File: src/rtl/uaf_pkg.sv
package uaf_pkg;

    // Classification of one received character
    typedef enum logic {
        KIND_DATA = 1'b0,
        KIND_ADDR = 1'b1
    } char_kind_e;

    typedef struct packed {
        char_kind_e kind;
        logic [1:0] slot_hit;   // per-slot comparison result, already gated by enables
    } char_class_t;

    localparam int unsigned NUM_SLOTS = 2;
    localparam logic [1:0]  CFG_ADDR_MATCH = 2'b00;

    // Filtering is in force only for the address-match configuration with a slot enabled
    function automatic logic filter_active(input logic [1:0] en, input logic [1:0] cfg);
        return (|en) && (cfg == CFG_ADDR_MATCH);
    endfunction

endpackage

File: src/rtl/uaf_classify.sv
module uaf_classify
    import uaf_pkg::*;
#(
    parameter int unsigned CHAR_W = 9
) (
    input  logic [CHAR_W-1:0] char_i,
    input  logic [1:0]        en_i,
    input  logic [CHAR_W-1:0] val1_i,
    input  logic [CHAR_W-1:0] val2_i,
    output char_class_t       cls_o
);
    localparam int unsigned MARK_POS = CHAR_W - 1;

    logic [CHAR_W-1:0] slot_val [NUM_SLOTS];
    logic [1:0]        hit;

    assign slot_val[0] = val1_i;
    assign slot_val[1] = val2_i;

    for (genvar s = 0; s < NUM_SLOTS; s++) begin : g_slot
        assign hit[s] = en_i[s] && (char_i == slot_val[s]);
    end

    always_comb begin
        cls_o.kind     = char_i[MARK_POS] ? KIND_ADDR : KIND_DATA;
        cls_o.slot_hit = hit;
    end

    // a disabled slot contributes no hit
    always_comb begin
        a_slot_gate_r5: assert (!(cls_o.slot_hit[0] && !en_i[0]) && !(cls_o.slot_hit[1] && !en_i[1]));
    end

endmodule

File: src/rtl/uaf_track.sv
module uaf_track (
    input  logic clk,
    input  logic rst,
    input  logic upd_i,     // a filtered address character arrived
    input  logic hit_i,     // that address matched an enabled slot
    output logic matched_o
);
    always_ff @(posedge clk) begin
        if (rst) begin
            matched_o <= 1'b0;
        end else if (upd_i) begin
            matched_o <= hit_i;
        end
    end

    // state only moves on a filtered address
    p_hold_state_r9: assert property (@(posedge clk) disable iff (rst)
        !$past(upd_i) |-> $stable(matched_o));

    // state follows the last address outcome
    p_follow_addr_r6: assert property (@(posedge clk) disable iff (rst)
        $past(upd_i) |-> (matched_o == $past(hit_i)));

    // reset leaves the state clear
    p_reset_clear_r7: assert property (@(posedge clk)
        $past(rst) |-> !matched_o);

endmodule

File: src/rtl/uaf_emit.sv
module uaf_emit #(
    parameter int unsigned CHAR_W = 9
) (
    input  logic              clk,
    input  logic              rst,
    input  logic              take_i,
    input  logic [CHAR_W-1:0] char_i,
    output logic              wr_o,
    output logic              ready_o,
    output logic [CHAR_W-1:0] data_o
);
    always_ff @(posedge clk) begin
        if (rst) begin
            wr_o    <= 1'b0;
            ready_o <= 1'b0;
            data_o  <= '0;
        end else begin
            wr_o    <= take_i;
            ready_o <= take_i;
            if (take_i) begin
                data_o <= char_i;
            end
        end
    end

    // strobe lasts one cycle per accepted character and carries it
    p_strobe_data_r8: assert property (@(posedge clk) disable iff (rst)
        wr_o |-> (data_o == $past(char_i)));

endmodule

File: src/rtl/uart_addr_filter.sv
module uart_addr_filter
    import uaf_pkg::*;
#(
    parameter int unsigned CHAR_W = 9
) (
    input  logic              clk,
    input  logic              rst,
    input  logic              rx_valid_i,
    input  logic [CHAR_W-1:0] rx_char_i,
    input  logic [1:0]        match_en_i,
    input  logic [CHAR_W-1:0] match_val1_i,
    input  logic [CHAR_W-1:0] match_val2_i,
    input  logic [1:0]        match_cfg_i,
    output logic              buf_wr_o,
    output logic [CHAR_W-1:0] buf_data_o,
    output logic              ready_set_o
);
    char_class_t cls;
    logic        active;
    logic        addr_hit;
    logic        matched;
    logic        addr_upd;
    logic        take;

    uaf_classify #(.CHAR_W(CHAR_W)) u_classify (
        .char_i (rx_char_i),
        .en_i   (match_en_i),
        .val1_i (match_val1_i),
        .val2_i (match_val2_i),
        .cls_o  (cls)
    );

    assign active   = filter_active(match_en_i, match_cfg_i);
    assign addr_hit = |cls.slot_hit;
    assign addr_upd = rx_valid_i && active && (cls.kind == KIND_ADDR);

    uaf_track u_track (
        .clk       (clk),
        .rst       (rst),
        .upd_i     (addr_upd),
        .hit_i     (addr_hit),
        .matched_o (matched)
    );

    always_comb begin
        if (!rx_valid_i) begin
            take = 1'b0;
        end else if (!active) begin
            take = 1'b1;
        end else if (cls.kind == KIND_ADDR) begin
            take = addr_hit;
        end else begin
            take = matched;
        end
    end

    uaf_emit #(.CHAR_W(CHAR_W)) u_emit (
        .clk     (clk),
        .rst     (rst),
        .take_i  (take),
        .char_i  (rx_char_i),
        .wr_o    (buf_wr_o),
        .ready_o (ready_set_o),
        .data_o  (buf_data_o)
    );

    // no strobe without a valid one cycle earlier; ready pulse tracks the write
    p_no_spurious_wr_r8: assert property (@(posedge clk) disable iff (rst)
        !$past(rx_valid_i) |-> (!buf_wr_o && !ready_set_o));
    p_ready_with_wr_r8: assert property (@(posedge clk) disable iff (rst)
        ready_set_o == buf_wr_o);

    // transparent mode passes every character through
    p_transparent_r1: assert property (@(posedge clk) disable iff (rst)
        $past(rx_valid_i && !active) |-> (buf_wr_o && buf_data_o == $past(rx_char_i)));

    // a non-matching filtered address is never written
    p_addr_reject_r4: assert property (@(posedge clk) disable iff (rst)
        $past(addr_upd && !addr_hit) |-> !buf_wr_o);

    // data with a clear match state is never written
    p_data_drop_r6: assert property (@(posedge clk) disable iff (rst)
        $past(rx_valid_i && active && cls.kind == KIND_DATA && !matched) |-> !buf_wr_o);

endmodule

File: config.mk
export PLATFORM = sky130hd
export DESIGN_NAME = uart_addr_filter
export DESIGN_NICKNAME = d
export VERILOG_FILES = /design/src/rtl/uaf_pkg.sv /design/src/rtl/uaf_classify.sv /design/src/rtl/uaf_track.sv /design/src/rtl/uaf_emit.sv /design/src/rtl/uart_addr_filter.sv
export SDC_FILE = /design/constraint.sdc
export NUM_CORES = 1
export LEC_CHECK = 0
export ABC_CLOCK_PERIOD_IN_PS = 2650
export BUFFER_PORTS_ARGS = -buffer_cell sky130_fd_sc_hd__buf_2
export CAP_MARGIN = 20
export CORE_AREA = 5 5 47 49
export CTS_CLUSTER_SIZE = 12
export DETAILED_ROUTE_END_ITERATION = 16
export DIE_AREA = 0 0 52 54
export GPL_ROUTABILITY_DRIVEN = 0
export PLACE_DENSITY = 0.79
export REMOVE_ABC_BUFFERS = 1
export SLEW_MARGIN = 20
export SYNTH_ARGS = -nofsm -noshare
export SYNTH_HDL_FRONTEND = slang
export SYNTH_SLANG_ARGS = --single-unit
File: constraint.sdc
create_clock -name clk -period 2.65 [get_ports clk]
set_input_delay 0.53 -clock clk [delete_from_list [all_inputs] [get_ports clk]]
set_output_delay 0.53 -clock clk [all_outputs]
set_load 0.03 [all_outputs]
### Word-level counts from Yosys, hierarchy flattened

Cells that the tools add are included.

* equality and inequality tests: 2
* muxes and demuxes: 4
* reduce and logical (&&, ||, !) cells: 8

Operator list (count)
* 9-bit == test: 2
* 1-bit logical AND: 5
* 1-bit two-way mux: 4
* 2-bit OR reduction: 2
* 2-bit logical NOT: 1

* register bits: 11
* input port bits: 34
* output and inout port bits: 11

### Longest topological paths before layout

* depth in word-level cells: 6
* gate-level depth with buffers: 7
* depth with buffers taken out: 5

### Modules after synthesis

A second synthesis with hierarchy kept.

* cells, all modules: 68
* area total of the unflattened synthesis: 646.9 um^2

Modules (own cells, without submodules)
* uaf_emit: instances 1, cells an instance 32, area an instance 354.1 um^2, seq. area each 200.2 um^2
* uaf_classify: instances 1, cells an instance 27, area an instance 212.7 um^2, seq. area each 0.0 um^2
* uart_addr_filter: instances 1, cells an instance 6, area an instance 46.3 um^2, seq. area each 0.0 um^2
* uaf_track: instances 1, cells an instance 3, area an instance 33.8 um^2, seq. area each 20.0 um^2

### Least setup slack after synthesis

Ideal clock, no wire load.

* kind: input to register
* start point: input port rx_char_i[8]
* end point: register u_emit.data_o[0]
* setup time: 0.072 ns
* data arrival time: 1.582 ns
* slack: 0.997 ns
* cell stages on the path: 7
* path buffers: 2
* cell sequence: buf_2 -> nor2b_1 -> o41ai_1 -> o41ai_1 -> a31oi_1 -> buf_6 -> mux2i_1

* word-level cells in the longest chain between the ends: 6
* elaborated cells between the ends (all ways): 9

Ends and longest elaborated chain
* start: declaration: RTL line uart_addr_filter.sv:9 `input logic [CHAR_W-1:0] rx_char_i,`
* 9-bit == test: RTL line uaf_classify.sv:21 `assign hit[s] = en_i[s] && (char_i == slot_val[s]);`
* 1-bit logical AND: RTL line uaf_classify.sv:21
* 2-bit OR reduction: RTL line uart_addr_filter.sv:34 `assign addr_hit = |cls.slot_hit;`
* 1-bit two-way mux (*): RTL line uart_addr_filter.sv:50 `end else if (cls.kind == KIND_ADDR) begin`
* 1-bit two-way mux (*): RTL line uart_addr_filter.sv:48 `end else if (!active) begin`
* 1-bit two-way mux (*): RTL line uart_addr_filter.sv:46 `if (!rx_valid_i) begin`
* end signal: assignment: RTL line uaf_emit.sv:21 `data_o <= char_i;`
* end: declaration: RTL line uaf_emit.sv:10 `output logic [CHAR_W-1:0] data_o`

Mark *: on every way between the ends. The rest lies on a longest branch, timed or not.
A chain may end at the register's enable or synchronous reset.

### Worst setup path in the final report

* start point: input port rx_char_i[8]
* end point: register u_emit.data_o[5]

Same word-level chain as after synthesis.

==> impl_metrics.json <==
{
  "setup_tns_ns": 0,
  "finish.utilization_pct": 54.3,
  "required_ns": 2.86,
  "dp_cells": 149,
  "crit_chain": "buf_2, nor2b_1, o41ai_1, o41ai_1, a31oi_1, buf_4, mux2i_1",
  "postCtsSetupRepairBufs": 0,
  "period_minus_slack_ns": 1.92,
  "route.detailed.drc": 0,
  "antenna_found_initial": 0,
  "ys_types": 22,
  "avgRoutedWirePerCell_um": 12.4,
  "seq_area_frac_synth_pct": 30.0,
  "avgSynthCellArea_um2": 8.94,
  "dp_slack_ns": 0.451,
  "endpoint_kind": "flip-flop",
  "slowest_delay_ns": 0.51,
  "worstMarginPinSlew_ns": 0.639,
  "synth_area_um2": 733,
  "die_w_um": 52,
  "clockBufferDepth": 2,
  "cts_resized": 0,
  "holdBufCountCts": 0,
  "vdd_drop_max_v": 0.000173,
  "path_clk_slew_ns": 0.08,
  "dp_hpwl_mm": 1.59,
  "power_mw": 0.436,
  "io_buffers": 44,
  "antennaDiodeCount": 0,
  "synth_seq_cells": 11,
  "critPathArrivalTime_ns": 2.13,
  "grt_pass1_vias": 640,
  "cts_root_buf": "clkbuf_4",
  "dieArea_mm2": 0.00281,
  "rsz0062_at_grt": "no",
  "cp_max_fo": 8,
  "hp-class": "flip-flop to flip-flop",
  "num_io_pins": 45,
  "synthToLayoutAreaGrowth_pct": 35.0,
  "grt_max_degree": 20,
  "vias_per_cell": 4.71,
  "p_leak_nw": 0.452,
  "cts_sinks": 11,
  "multi_input_area_um2": 478,
  "drv_slew": 0,
  "finalClockSkew_ns": 0.00199,
  "seq_area_um2": 220,
  "grt_overflow": 0,
  "grt_pass1_wl_mm": 2.75,
  "cp-start-kind": "input port",
  "htree_levels": 1,
  "ant_nets": 0,
  "drtIter0Drc": 11,
  "cts_tree": "done",
  "setup_slack_ns": 0.732,
  "die_h_um": 54,
  "syn-instance-count": 82,
  "status": "complete, no violations",
  "num_vias": 720,
  "totalWireLength_mm": 1.90,
  "setup_viol": 0,
  "fin_crit_sh_pct": 72.4,
  "finalNetCount": 161,
  "maxCapViolCount": 0,
  "p_per_area_mw_per_mm2": 440,
  "start_util_pct": 40.2,
  "worstSkewPairLatency_ns": 0.27,
  "stdcell_count": 153,
  "crit_slowest_cell": "a31oi_1",
  "rows": 16,
  "yosysWarnings": 0,
  "fmax_ghz": 0.521,
  "coreArea_mm2": 0.00182,
  "firstDrtPassIters": 4,
  "slew_headroom_pct": 57.2,
  "hold_viol_final": 0,
  "crit_type": "input port to flip-flop",
  "cts_made_buffers": 3,
  "drive_above_1_share_pct": 38.9,
  "fill_cells": 170,
  "worst_path_most_repeated_cell": "o41ai_1",
  "grt_util_all_layers_pct": 13.5
}
cell usage after synthesis:
master | n | area share [%]
dfxtp_1 | 11 | 30
nor4_1 | 1 | 0.85
nor2b_1 | 1 | 0.85
mux2i_1 | 8 | 11
xnor2_1 | 18 | 22
buf_4 | 1 | 1.0
nor2_1 | 2 | 1.0
nor3_1 | 5 | 3.4
nand4_1 | 4 | 3.4
clkbuf_1 | 1 | 0.51
nand3_1 | 1 | 0.68
a31oi_1 | 2 | 1.7
nor3b_1 | 1 | 1.0
nand2_1 | 3 | 1.5
a211oi_2 | 1 | 1.7
buf_1 | 1 | 0.51
inv_1 | 1 | 0.51
or2b_1 | 3 | 3.1
nand2b_1 | 13 | 11
buf_2 | 1 | 0.68
o41ai_1 | 2 | 2.4
buf_6 | 1 | 1.5
metrics by stage:
step	area [um^2]	hold WS (ns)
after floorplan	702	0.500
after detailed placement	963	0.463
after global routing	990	0.498
after global placement	963	0.463
after CTS	990	0.482
final	990	0.473
state kept, by name (all words and copies together), names as in the netlist:
signal	flops
u_emit.data_o	9
u_emit.ready_o	1
u_track.matched_o	1
critical path: cells and delay by family:
kind / cells / cell delay, ns
and+or+nand+nor: 1 / 0.06
AOI/OAI and AO/OA: 3 / 0.89
muxes: 1 / 0.19
buffers and inverters: 2 / 0.45
kinds of logic (layout without fill, tap and decap cells):
group	Yosys count	in the layout	synth area share, %
simple gates	34	34	27.0
xor+xnor	18	18	21.5
flops	11	11	30.0
mux	8	8	10.9
buf+inv	6	50	4.78
compound gates	5	5	5.80
layer usage:
metal  global-route usage (%)  up-vias  routed length, um
li1                         -      368                  -
met1                     18.0      323                794
met2                     20.1       24                957
met3                     1.66        5                 99
met4                     9.17        0                 53
met5                        0        -                  0
report_power, final:
| part | switching (mW) | internal, mW |
|---|---|---|
| Combinational | 0.0725 | 0.0618 |
| Sequential | 0.00489 | 0.176 |
| Clock | 0.0623 | 0.0584 |
| Total | 0.140 | 0.296 |
worst paths after layout:
path | from | endpoint | slack (ns) | depth (start not counted)
max | rx_char_i[8] | u_emit.data_o[5] | 0.73 | 7
min | u_emit.data_o[4] | u_emit.data_o[4] | 0.47 | 2
min reg2reg | u_emit.data_o[4] | u_emit.data_o[4] | 0.47 | 2
max reg2reg | u_track.matched_o | u_emit.data_o[5] | 0.78 | 6
placed cells by master (no fill, tap or decap):
master and count:
buf_2 44, xnor2_1 18, nand2b_1 13, dfxtp_1 11, mux2i_1 8, nor3_1 5
nand4_1 4, nand2_1 3, or2b_1 3, clkbuf_4 3, nor2_1 2, a31oi_1 2
o41ai_1 2, nand3_1 1, inv_1 1, nor2b_1 1, nor4_1 1, nor3b_1 1
a211oi_2 1, clkbuf_1 1, buf_4 1
cell type report:
cell class,instances,share of cell area [%]
Multi-Input combinational cell,65,48.3
Timing Repair Buffer,45,23.0
Sequential cell,11,22.3
Tap cell,27,3.41
Clock buffer,4,2.65
Inverter,1,0.379
No activity file was read; power rests on OpenSTA's default activity.
